`src/rtl/gf_scan_pkg.sv`:
```
package gf_scan_pkg;
  localparam int FIELD_M        = 11;
  localparam int POLY_MAX_DEG   = 50;
  // x^11 + x^2 + 1 without the leading term
  localparam logic [FIELD_M-1:0] FIELD_TAIL = 11'h005;
  typedef logic [FIELD_M-1:0] gf_elem_t;
endpackage

```
`src/rtl/gf_mul.sv`:
```
module gf_mul #(
  parameter int              M    = gf_scan_pkg::FIELD_M,
  parameter logic [M-1:0]    TAIL = gf_scan_pkg::FIELD_TAIL
) (
  input  logic [M-1:0] a,
  input  logic [M-1:0] b,
  output logic [M-1:0] p
);
  // MSB-first shift-and-add with interleaved reduction
  logic [M-1:0] part [M+1];
  assign part[0] = '0;

  genvar i;
  generate
    for (i = 0; i < M; i++) begin : g_stage
      logic [M-1:0] shifted;
      assign shifted     = {part[i][M-2:0], 1'b0} ^ (part[i][M-1] ? TAIL : '0);
      assign part[i+1]   = shifted ^ (b[M-1-i] ? a : '0);
    end
  endgenerate

  assign p = part[M];
endmodule

```
`src/rtl/coef_bank.sv`:
```
module coef_bank #(
  parameter int M     = gf_scan_pkg::FIELD_M,
  parameter int NCOEF = gf_scan_pkg::POLY_MAX_DEG + 1,
  parameter int AW    = $clog2(NCOEF)
) (
  input  logic          clk,
  input  logic          rst_n,
  input  logic          wr_en,
  input  logic [AW-1:0] wr_addr,
  input  logic [M-1:0]  wr_data,
  input  logic [AW-1:0] rd_idx,
  output logic [M-1:0]  rd_data,
  output logic [M-1:0]  c0
);
  localparam logic [AW-1:0] LAST_IDX = AW'(NCOEF - 1);

  logic [M-1:0] regs [NCOEF];

  genvar k;
  generate
    for (k = 0; k < NCOEF; k++) begin : g_reg
      logic sel;
      assign sel = wr_en && (wr_addr == AW'(k));
      always_ff @(posedge clk or negedge rst_n) begin
        if (!rst_n)   regs[k] <= '0;
        else if (sel) regs[k] <= wr_data;
      end
    end
  endgenerate

  always_comb begin
    rd_data = '0;
    if (rd_idx <= LAST_IDX) rd_data = regs[rd_idx];
  end

  assign c0 = regs[0];
endmodule

```
`src/rtl/scan_ctrl.sv`:
```
module scan_ctrl #(
  parameter int EW      = gf_scan_pkg::FIELD_M,
  parameter int MAX_DEG = gf_scan_pkg::POLY_MAX_DEG,
  parameter int DW      = $clog2(MAX_DEG + 1)
) (
  input  logic          clk,
  input  logic          rst_n,
  input  logic          start,
  input  logic [DW-1:0] deg_in,
  output logic          accept,
  output logic          busy,
  output logic          done,
  output logic          last_step,
  output logic [EW-1:0] elem,
  output logic [DW-1:0] step
);
  localparam logic [DW-1:0] DEG_CAP  = DW'(MAX_DEG);
  localparam logic [EW-1:0] ELEM_TOP = '1;

  logic          busy_q, busy_d;
  logic          done_q, done_d;
  logic [EW-1:0] elem_q, elem_d;
  logic [DW-1:0] step_q, step_d;
  logic [DW-1:0] deg_q,  deg_d;
  logic [DW-1:0] deg_clamped;
  logic          run_en;

  assign accept      = start && !busy_q;
  assign deg_clamped = (deg_in > DEG_CAP) ? DEG_CAP : deg_in;
  assign last_step   = busy_q && (step_q == '0);
  assign run_en      = accept || busy_q;

  always_comb begin
    busy_d = busy_q;
    done_d = 1'b0;
    elem_d = elem_q;
    step_d = step_q;
    deg_d  = deg_q;
    if (accept) begin
      busy_d = 1'b1;
      elem_d = '0;
      step_d = deg_clamped;
      deg_d  = deg_clamped;
    end else if (busy_q) begin
      if (step_q == '0) begin
        step_d = deg_q;
        elem_d = elem_q + 1'b1;
        if (elem_q == ELEM_TOP) begin
          busy_d = 1'b0;
          done_d = 1'b1;
        end
      end else begin
        step_d = step_q - 1'b1;
      end
    end
  end

  always_ff @(posedge clk or negedge rst_n) begin
    if (!rst_n) begin
      busy_q <= 1'b0;
      done_q <= 1'b0;
      elem_q <= '0;
      step_q <= '0;
      deg_q  <= '0;
    end else begin
      done_q <= done_d;
      if (run_en) begin
        busy_q <= busy_d;
        elem_q <= elem_d;
        step_q <= step_d;
        deg_q  <= deg_d;
      end
    end
  end

  assign busy = busy_q;
  assign done = done_q;
  assign elem = elem_q;
  assign step = step_q;
endmodule

```
`src/rtl/gf_root_scanner.sv`:
```
module gf_root_scanner #(
  parameter int              M       = gf_scan_pkg::FIELD_M,
  parameter logic [M-1:0]    TAIL    = gf_scan_pkg::FIELD_TAIL,
  parameter int              MAX_DEG = gf_scan_pkg::POLY_MAX_DEG,
  parameter int              NCOEF   = MAX_DEG + 1,
  parameter int              AW      = $clog2(NCOEF)
) (
  input  logic          clk,
  input  logic          rst_n,
  input  logic          cf_wr,
  input  logic [AW-1:0] cf_addr,
  input  logic [M-1:0]  cf_data,
  input  logic [AW-1:0] deg,
  input  logic          start,
  output logic          busy,
  output logic          done,
  output logic          res_valid,
  output logic          res_bit,
  output logic [M-1:0]  res_idx
);
  logic          accept;
  logic          last_step;
  logic [M-1:0]  elem;
  logic [AW-1:0] step;
  logic [M-1:0]  coef_rd;
  logic [M-1:0]  coef0_w;
  logic [M-1:0]  acc_q, acc_d, acc_next, prod;
  logic          acc_en;
  logic          valid_q;
  logic          bit_q;
  logic [M-1:0]  idx_q;

  scan_ctrl #(.EW(M), .MAX_DEG(MAX_DEG), .DW(AW)) u_ctrl (
    .clk(clk), .rst_n(rst_n), .start(start), .deg_in(deg),
    .accept(accept), .busy(busy), .done(done), .last_step(last_step),
    .elem(elem), .step(step)
  );

  coef_bank #(.M(M), .NCOEF(NCOEF), .AW(AW)) u_bank (
    .clk(clk), .rst_n(rst_n), .wr_en(cf_wr && !busy), .wr_addr(cf_addr),
    .wr_data(cf_data), .rd_idx(step), .rd_data(coef_rd), .c0(coef0_w)
  );

  gf_mul #(.M(M), .TAIL(TAIL)) u_mul (.a(acc_q), .b(elem), .p(prod));

  // Horner step: acc <- acc*x + c[step]
  assign acc_d  = prod ^ coef_rd;
  assign acc_en = accept || busy;

  always_comb begin
    acc_next = acc_d;
    if (accept || last_step) acc_next = '0;
  end

  always_ff @(posedge clk or negedge rst_n) begin
    if (!rst_n)      acc_q <= '0;
    else if (acc_en) acc_q <= acc_next;
  end

  always_ff @(posedge clk or negedge rst_n) begin
    if (!rst_n) begin
      valid_q <= 1'b0;
      bit_q   <= 1'b0;
      idx_q   <= '0;
    end else begin
      valid_q <= last_step;
      if (last_step) begin
        bit_q <= (acc_d == '0);
        idx_q <= elem;
      end
    end
  end

  assign res_valid = valid_q;
  assign res_bit   = bit_q;
  assign res_idx   = idx_q;
endmodule

```
`config.mk`:
```
export PLATFORM = sky130hd
export DESIGN_NAME = gf_root_scanner
export DESIGN_NICKNAME = d
export VERILOG_FILES = /design/src/rtl/gf_scan_pkg.sv /design/src/rtl/gf_mul.sv /design/src/rtl/coef_bank.sv /design/src/rtl/scan_ctrl.sv /design/src/rtl/gf_root_scanner.sv
export SDC_FILE = /design/constraint.sdc
export NUM_CORES = 1
export LEC_CHECK = 0
export CORE_MARGIN = 8
export CORE_UTILIZATION = 38
export CTS_CLUSTER_DIAMETER = 120
export DETAILED_ROUTE_END_ITERATION = 12
export HOLD_SLACK_MARGIN = 0.15
export SLEW_MARGIN = 20
export SYNTH_ARGS = -nofsm -noshare
export SYNTH_HDL_FRONTEND = slang
export SYNTH_SLANG_ARGS = --single-unit
export TNS_END_PERCENT = 10
```
`constraint.sdc`:
```
create_clock -name clk -period 7.3 [get_ports clk]
set_input_delay 1.46 -clock clk [delete_from_list [all_inputs] [get_ports clk]]
set_output_delay 1.46 -clock clk [all_outputs]
set_load 0.01 [all_outputs]
```
# Word-level counts from Yosys, hierarchy flattened
# Index checks and enable logic that the tools add are counted.
# word_totals
out_inout_bits	15
register_bits	610
inputBits	27
n_memories	0
romBits	0
latch_bits	0
mem_bits_rw	0
# op_classes
n_reduce_logical	65
mul	0
shift	0
n_addsub	2
div_mod_pow	0
n_eq_ne	51
n_lt_le_gt_ge	3
mux	41
bitwise_logic	22
# ops
op	count
11-bit bitwise XOR	20
11-bit 2-to-1 mux	18
6-bit equality test (second input constant)	19
6-bit by 5-bit equality test with 1-bit output (second input constant)	16
11-bit binary-select mux with 6-bit select	1
1-bit logical AND	54
6-bit by 4-bit equality test with 1-bit output (second input constant)	8
3-bit 2-to-1 mux	10
6-bit by 3-bit equality test with 1-bit output (second input constant)	4
6-bit 2-to-1 mux	4
6-bit by 2-bit equality test with 1-bit output (second input constant)	2
6-bit logical NOT	2
11-bit by 1-bit adder with 11-bit output (second input constant)	1
11-bit equality test (second input constant)	1
11-bit logical NOT	1
11-bit by 3-bit bitwise XOR with 11-bit output	1
1-bit 2-to-1 mux	8
7-bit >= comparator (second input constant)	1
6-bit inverter with 7-bit output	1
6-bit by 1-bit equality test with 1-bit output (second input constant)	1
6-bit > comparator (second input constant)	1
6-bit <= comparator (second input constant)	1
6-bit by 1-bit subtractor with 6-bit output (second input constant)	1
2-bit AND reduction	2
other kinds (4)	6

# Depth between registers and ports, before layout
# Gate-level depths: netlist of run 1.
# depth
word_depth	33
depth_mapped	15
depth_no_buf	10

# Hierarchy
# A second synthesis of run 1 with hierarchy kept.
# unflattened
hier_cells	2188
area_unflattened_um2	29943.7
# modules_own_cells
mod	area_per_inst_um2	seq_area_each_um2	cells_per_inst	instances
coef_bank	25713.4	14038.5	1694	1
gf_mul	1796.7	0.0	263	1
scan_ctrl	1385.1	625.6	149	1
gf_root_scanner	1048.5	600.6	82	1

# Worst setup path after synthesis of run 1
# OpenSTA, ideal clock, no wires.
# synth_timing
path_kind	in2reg
from	in cf_addr[3]
to	reg u_bank.regs[254] (netlist name)
required_time_ns	7.175
t_arrival_ns	2.999
cell_stages	6
path_slack_ns	4.176
setup_time_ns	0.125
cell_sequence	clkbuf_1 nand2b_1 or2_2 nor2_1 buf_1 mux2_2
# synth_via
elab_chain_cells	2
# synth_lines
item	line_no	source
start, declared	gf_root_scanner.sv:11	input logic [AW-1:0] cf_addr,
6-bit by 5-bit equality test with 1-bit output	coef_bank.sv:23	assign sel = wr_en && (wr_addr == AW'(k));
1-bit logical AND	coef_bank.sv:23	
end signal, assigned by index	coef_bank.sv:26	else if (sel) regs[k] <= wr_data;
end, declared	coef_bank.sv:17	logic [M-1:0] regs [NCOEF];
# No other way between the ends.
# A chain may end at the register's enable or synchronous reset.

# Worst setup path in the final report of run 1
# layout_timing
from	reg u_ctrl.step_q[0] (netlist: u_ctrl.step[0])
to	reg u_ctrl.elem_q[6] (netlist: u_ctrl.elem[6])
# layout_via
elab_chain_cells	3
# layout_lines
item	line_no	source
start, declared	scan_ctrl.sv:23	logic [DW-1:0] step_q, step_d;
start signal, assigned	scan_ctrl.sv:70	step_q <= step_d;
6-bit logical NOT	scan_ctrl.sv:45	if (step_q == '0) begin
2-bit nonzero test (no line)	-	
3-bit AND reduction (no line)	-	
end signal, assigned	scan_ctrl.sv:69	elem_q <= elem_d;
end, declared	scan_ctrl.sv:22	logic [EW-1:0] elem_q, elem_d;
# No other way between the ends.

==> results of run 1 <==
path summary, 6_finish.rpt:
check	from	end	slack, ns
max	u_ctrl.step[0]	u_ctrl.elem[6]	2.93
min	res_idx[5]	res_idx[5]	0.48
max reg2reg	u_ctrl.step[0]	u_ctrl.elem[6]	2.93
min reg2reg	res_idx[5]	res_idx[5]	0.48
max in group asynchronous	rst_n	u_ctrl.step[1]	4.78
min in group asynchronous	rst_n	u_bank.regs[179]	0.94
cell type report:
class	instances	area [µm²]	share of cell area
flip-flops and latches	610	15300	0.459
multi-input cells	1427	13600	0.409
clock buffers	94	1990	0.0599
well taps	1040	1300	0.0391
repair buffers	78	718	0.0216
clock inverters	32	373	0.0112
inverters	7	26.3	0.000789
sequential cells by signal (all words and copies together), names as in the netlist:
signal	count
acc_q	11
res_bit	1
res_idx	11
res_valid	1
u_bank.c0	11
u_bank.regs	550
u_ctrl.busy	1
u_ctrl.deg_q	6
u_ctrl.done	1
u_ctrl.elem	11
u_ctrl.step	6
logic make-up after synthesis:
group,count (synthesis),synth area share
AO/OA/AOI/OAI,153,0.0339
XOR/XNOR,132,0.0411
adder cells (fa/ha/maj),4,0.00168
buffers and inverters,212,0.0327
flip-flops,610,0.512
multiplexers,752,0.324
AND/OR/NAND/NOR,386,0.0545
routing by layer:
| layer | wire (µm) | global-route usage |
|---|---|---|
| met1 | 35500 | 0.251 |
| met2 | 38100 | 0.295 |
| met3 | 4150 | 0.0330 |
| met4 | 2040 | 0.0544 |
| met5 | 0 | 0 |
worst min-delay path, stage by stage (launching register included):
cell	delay [ns]
dfrtp_1	0.34
nand2_1	0.05
nand2_1	0.06
placed cells by master, fill, tap and decap left out, types with 8 or more instances in the layout:
cell type / netlist / layout
xnor2_1: 96 / 96
mux4_2: 113 / 113
clkdlybuf4s50_1: 0 / 29
dfrtp_1: 610 / 607
clkbuf_16: 0 / 71
clkbuf_8: 0 / 13
nor2b_1: 9 / 9
nor2_1: 54 / 51
o21ai_1: 16 / 16
clkbuf_1: 146 / 10
nand3_1: 17 / 17
a21oi_1: 27 / 27
nand4_1: 8 / 8
o21ai_0: 29 / 29
a22oi_1: 19 / 19
nor3_1: 14 / 14
a221oi_1: 8 / 8
nand2_1: 252 / 252
mux2i_1: 64 / 64
mux2_2: 574 / 574
clkinv_2: 0 / 18
buf_4: 9 / 39
a22o_1: 8 / 8
xor2_1: 31 / 31
power by group:
| part | switching [mW] | internal, mW | total, mW | leakage [nW] |
|---|---|---|---|---|
| Clock | 1.46 | 2.11 | 3.57 | 1.17 |
| Combinational | 2.41 | 1.91 | 4.32 | 6.10 |
| Sequential | 0.435 | 3.54 | 3.98 | 8.44 |
| Total | 4.30 | 7.56 | 11.9 | 15.7 |
Yosys cell counts (all sizes together), types with 9 or more instances:
| library cell | number | area [µm²] |
|---|---|---|
| a21oi | 28 | 144 |
| a221oi | 9 | 85.1 |
| a22oi | 19 | 143 |
| buf | 59 | 402 |
| clkbuf | 146 | 548 |
| dfrtp | 610 | 15300 |
| mux2 | 574 | 6460 |
| mux2i | 64 | 641 |
| mux4 | 114 | 2570 |
| nand2 | 252 | 946 |
| nand3 | 17 | 85.1 |
| nor2 | 54 | 203 |
| nor2b | 9 | 56.3 |
| nor3 | 15 | 80.1 |
| o21ai | 45 | 225 |
| xnor2 | 96 | 841 |
| xor2 | 31 | 272 |
per-stage QoR:
step           hold WS, ns  instance area (µm²)
2_1_floorplan        0.445                29800
3_3_place_gp         0.461                30900
3_5_place_dp         0.465                30900
4_1_cts              0.479                33300
5_1_grt              0.507                33300
6_report             0.481                33300
==> impl_metrics.toml, run 1 <==
[status]
outcome = "finished, final reports clean"

[final_layout]
fin_cells = 3288
area_growth_pct = 11.6
fill_cells = 7072
utilization = 0.429
num_antenna_cells = 0
fin_nets = 2224
layout-drive-gt1-share = 0.387

[clock_tree]
cts_tree = "done"
ctsHtreeMaxLevel = 3
clock-sinks = 610
post_cts_resized = 0
root_buffer = "clkbuf_16"
clockBufferDepth = 3
clock_latency_ns = 0.60
postCtsHoldBufs = 0
numCtsBuffers = 69
postCtsSetupBuffers = 0
clk_pin_slew_worst_paths_ns = 0.06

[synthesis]
synth_seq_area_share = 0.512
synth_area_um2 = 29800
async_flop_share = 1.00
synth_top_flop_cell = "dfrtp_1"
ys_seq_elements = 610
syn_area_per_cell_um2 = 13.3
yosys_warnings = 0
synth_edf_count = 0
synth.distinct_cells = 58
synth_cells = 2249
syn_nets = 2280

[power_and_ir_drop]
leakagePower_nw = 15.7
powerDensity_nw_per_um2 = 356
vdd_drop_max_v = 0.000379
totalPowerFinal_mw = 11.9

[routing]
finalWirelength_um = 79800
avgRoutedWirePerCell_um = 24.3
drtIter0Drc = 1376
drt-pass1-iter-count = 6
via_per_inst = 5.58
drc_errors = 0
antenna_left = 0
vias = 18300

[floorplan]
row_count = 102
pin_count = 42
die_x_um = 296
start_util = 0.384
dieHeight_um = 296
die_area_um2 = 87700
core_um2 = 77600

[setup_path]
reg2regPathDepth = 9
worstSetupPathType = "flip-flop to flip-flop"
worstPathBufferInverterCount = 3
crit_arrival_ns = 4.88
crit_slowest_cell = "dfrtp_4"
cp_top_family = "simple AND/OR/NAND/NOR gates"
crit_path_frequent_cell = "o21ai_0"
crit_chain = "buf_12 -> inv_2 -> ha_1 -> and3_1 -> nand2_1 -> inv_1 -> nor2_1 -> o21ai_0 -> o21ai_0"
worstSetupEndpointType = "flip-flop"
required_ns = 7.81
critical-path-max-stage-delay_ns = 0.82
cp-start-kind = "flip-flop"
cp.depth = 9
critPathMaxFanout = 69

[grt]
grt_max_degree = 183
grt_antenna_before_repair = 1
grt_pass1_wl_um = 124000
grt_usage = 0.183
grt_pass1_vias = 19500
overflow = 0

[sta]
slew_headroom = 0.207
timing.fmax_mhz = 229
final-setup-viol-count = 0
finalWorstSetupSlack_ns = 2.93
final_max_slew_viol_count = 0
fin_tns_setup_ns = 0
fin_crit_sh = 0.599
worst_pin_slew_ns = 1.18
period_needed_ns = 4.37
skew_ns = 0.0206
rsz0062_at_grt = "false"
final-hold-violation-count = 0

[hold_path]
hp-class = "flip-flop to flip-flop"
hold_depth = 2

[placement]
port_buffers = 41
post-place-cells = 3162
dp_hpwl_um = 50400
gp_congestion = 0.823
preCtsSetupSlack_ns = 2.89

[job]
drv_cap = 0
Power figures use the tool's default switching activity.
==> run 2: changes to the inputs <==
==> constraint.sdc (replaced) <==
create_clock -name clk -period 3.8 [get_ports clk]
set_input_delay 0.76 -clock clk [delete_from_list [all_inputs] [get_ports clk]]
set_output_delay 0.76 -clock clk [all_outputs]
set_load 0.01 [all_outputs]
==> run 2 against run 1 <==
  * Total power rose by 100%
  * Largest power group unchanged
  * Worst hold slack got worse by 0.27 ns
  * First-iteration DRC count rose by 9.8%
  * Core utilization rose by 0.87 points
  * Critical path depth did not move
  * Via count rose by 2.5%
  * Sequential share of layout area fell by 0.92 points
  * Register-to-register slack got worse by 2.6 ns
  * Cell area rose by 2.0%
  * Largest cell class unchanged
  * Combinational power rose by 140%
  * Clock skew rose by 0.012 ns
==> impl_metrics.toml, run 2 (synthesis results as in run 1) <==
[clock_tree]
numCtsBuffers = 68
clock-sinks = 610
clk_pin_slew_worst_paths_ns = 0.06
clockBufferDepth = 3
postCtsSetupBuffers = 0
root_buffer = "clkbuf_16"
cts_tree = "done"
ctsHtreeMaxLevel = 3
postCtsHoldBufs = 0
clock_latency_ns = 0.61
post_cts_resized = 0

[placement]
gp_congestion = 0.932
place_area_um2 = 31700
port_buffers = 41
dp_hpwl_um = 56100
post-place-cells = 3247

[setup_path]
r2r_slack_ns = 0.31
reg2regPathDepth = 9
timing.rr.end = "res_bit"
worstSetupPathType = "flip-flop to flip-flop"
cp-start-kind = "flip-flop"
crit_arrival_ns = 3.99
worstSetupEndpointType = "flip-flop"
required_ns = 4.31
critPathMaxFanout = 13
reg2reg_from = "u_ctrl.step[0]"

[floorplan]
pin_count = 42
dieHeight_um = 296
start_util = 0.384
core_um2 = 77600
die_area_um2 = 87700
row_count = 102
die_x_um = 296

[power_and_ir_drop]
p_clk_frac = 0.279
p_comb_frac = 0.420
power.internal_mw = 15.1
powerDensity_nw_per_um2 = 712
seq_power_share = 0.302
vdd_drop_max_v = 0.000549
leakagePower_nw = 16.1
switchingPower_mw = 9.13
sw_frac_of_total = 0.377

[grt]
grt_pass1_wl_um = 128000
grt_usage = 0.191
grt_antenna_before_repair = 4
overflow = 0
grt_max_degree = 107
grt_pass1_vias = 19800

[final_layout]
layout_common_cells = "607 x dfrtp_1, 574 x mux2_2, 252 x nand2_1"
largest_register_ffs = 550
layout_commonest_cell = "dfrtp_1"
seq_area_um2 = 15300
fin_nets = 2308
finish.instance_area_um2 = 34000
fill_cells = 7071
multi_input_area_um2 = 13600
layout-drive-gt1-share = 0.406
top_register = "u_bank.regs"
fin_cells = 3369
area_growth_pct = 13.9
num_antenna_cells = 0

[sta]
skew_ns = 0.0327
final-setup-viol-count = 0
worst_pin_slew_ns = 1.12
fin_tns_setup_ns = 0
final-hold-violation-count = 0
final_max_slew_viol_count = 0
slew_headroom = 0.252
timing.fmax_mhz = 287
fin_crit_sh = 0.918
period_needed_ns = 3.49
rsz0062_at_grt = "false"

[routing]
drc_errors = 0
drtIter0Drc = 1511
antenna_left = 0
via_per_inst = 5.58
drt-pass1-iter-count = 5
avgRoutedWirePerCell_um = 24.7
vias = 18800
finalWirelength_um = 83200

[job]
drv_cap = 0

[hold_path]
hp-class = "input pin to asynchronous set/reset pin"

[status]
outcome = "finished, final reports clean"
[run 2: cell count changes in the layout (fill, tap and decap cells not counted), moves of 4 or more]
cell / delta
clkbuf_8: +4
buf_12: +9
buf_4: +72
buf_2: +4
clkinv_2: -7
[run 2: area by class of cell]
| class | instances | area share |
|---|---|---|
| Sequential cell | 610 | 0.450 |
| Multi-Input combinational cell | 1427 | 0.400 |
| Clock inverter | 23 | 0.00888 |
| Inverter | 7 | 0.000773 |
| Clock buffer | 99 | 0.0592 |
| Tap cell | 1040 | 0.0383 |
| Timing Repair Buffer | 163 | 0.0429 |
[run 2: worst max-delay path by stage]
stage	startpoint	endpoint	slack, ns	cells past startpoint
finish	u_ctrl.step[0]	res_bit	0.31	9
CTS	u_ctrl.step[0]	res_bit	0.30	10
floorplan	u_ctrl.step[0]	res_bit	0.82	14
global route	u_ctrl.step[0]	res_bit	0.01	10
detailed placement	u_ctrl.step[0]	res_bit	0.33	10
global placement	u_ctrl.step[0]	res_bit	0.35	10
[run 2: worst max-delay path, stage by stage (launching register included)]
cell and delay [ns]:
dfrtp_4 0.62, buf_12 0.21, mux4_2 0.52, a22o_1 0.24, a221oi_1 0.72, o21ai_1 0.12, a21oi_1 0.23, xnor2_1 0.18
nand4_1 0.18, o41ai_2 0.34
[run 2: power groups by stage]
stage / registers, mW / clock network [mW] / logic [mW]
2_1_floorplan: 7.08 / 0 / 6.76
3_3_place_gp: 7.41 / 0 / 10.2
3_5_place_dp: 7.41 / 0 / 10.1
4_1_cts: 7.30 / 6.91 / 10.2
5_1_grt: 7.34 / 7.19 / 10.8
6_report: 7.31 / 6.74 / 10.2
[run 2: routing by layer]
metal / up-vias / wire (µm) / track usage
met1: 10100 / 37500 / 0.266
met2: 496 / 38900 / 0.302
met4: 6 / 2400 / 0.0623
met3: 130 / 4300 / 0.0335
li1: 8070 / - / -
met5: - / 39 / 0
[run 2: metrics by stage]
stage           util  power [mW]  hold slack, ns  worst slack (ns)
2_1_floorplan      -        13.8           0.445             0.816
3_3_place_gp   0.408        17.6           0.471             0.346
3_5_place_dp   0.408        17.5           0.464             0.332
4_1_cts        0.438        24.4           0.210             0.299
5_1_grt        0.438        25.3           0.238            0.0133
6_report       0.438        24.2           0.214             0.313
==> run 3: changes to the inputs <==
--- a/config.mk
+++ b/config.mk
@@ -10,6 +10,7 @@
 export CTS_CLUSTER_DIAMETER = 120
 export DETAILED_ROUTE_END_ITERATION = 12
 export HOLD_SLACK_MARGIN = 0.15
+export SKIP_LAST_GASP = 1
 export SLEW_MARGIN = 20
 export SYNTH_ARGS = -nofsm -noshare
 export SYNTH_HDL_FRONTEND = slang
==> results of run 3 <==
The final DEF is identical to that of run 2; final timing and power are the same.
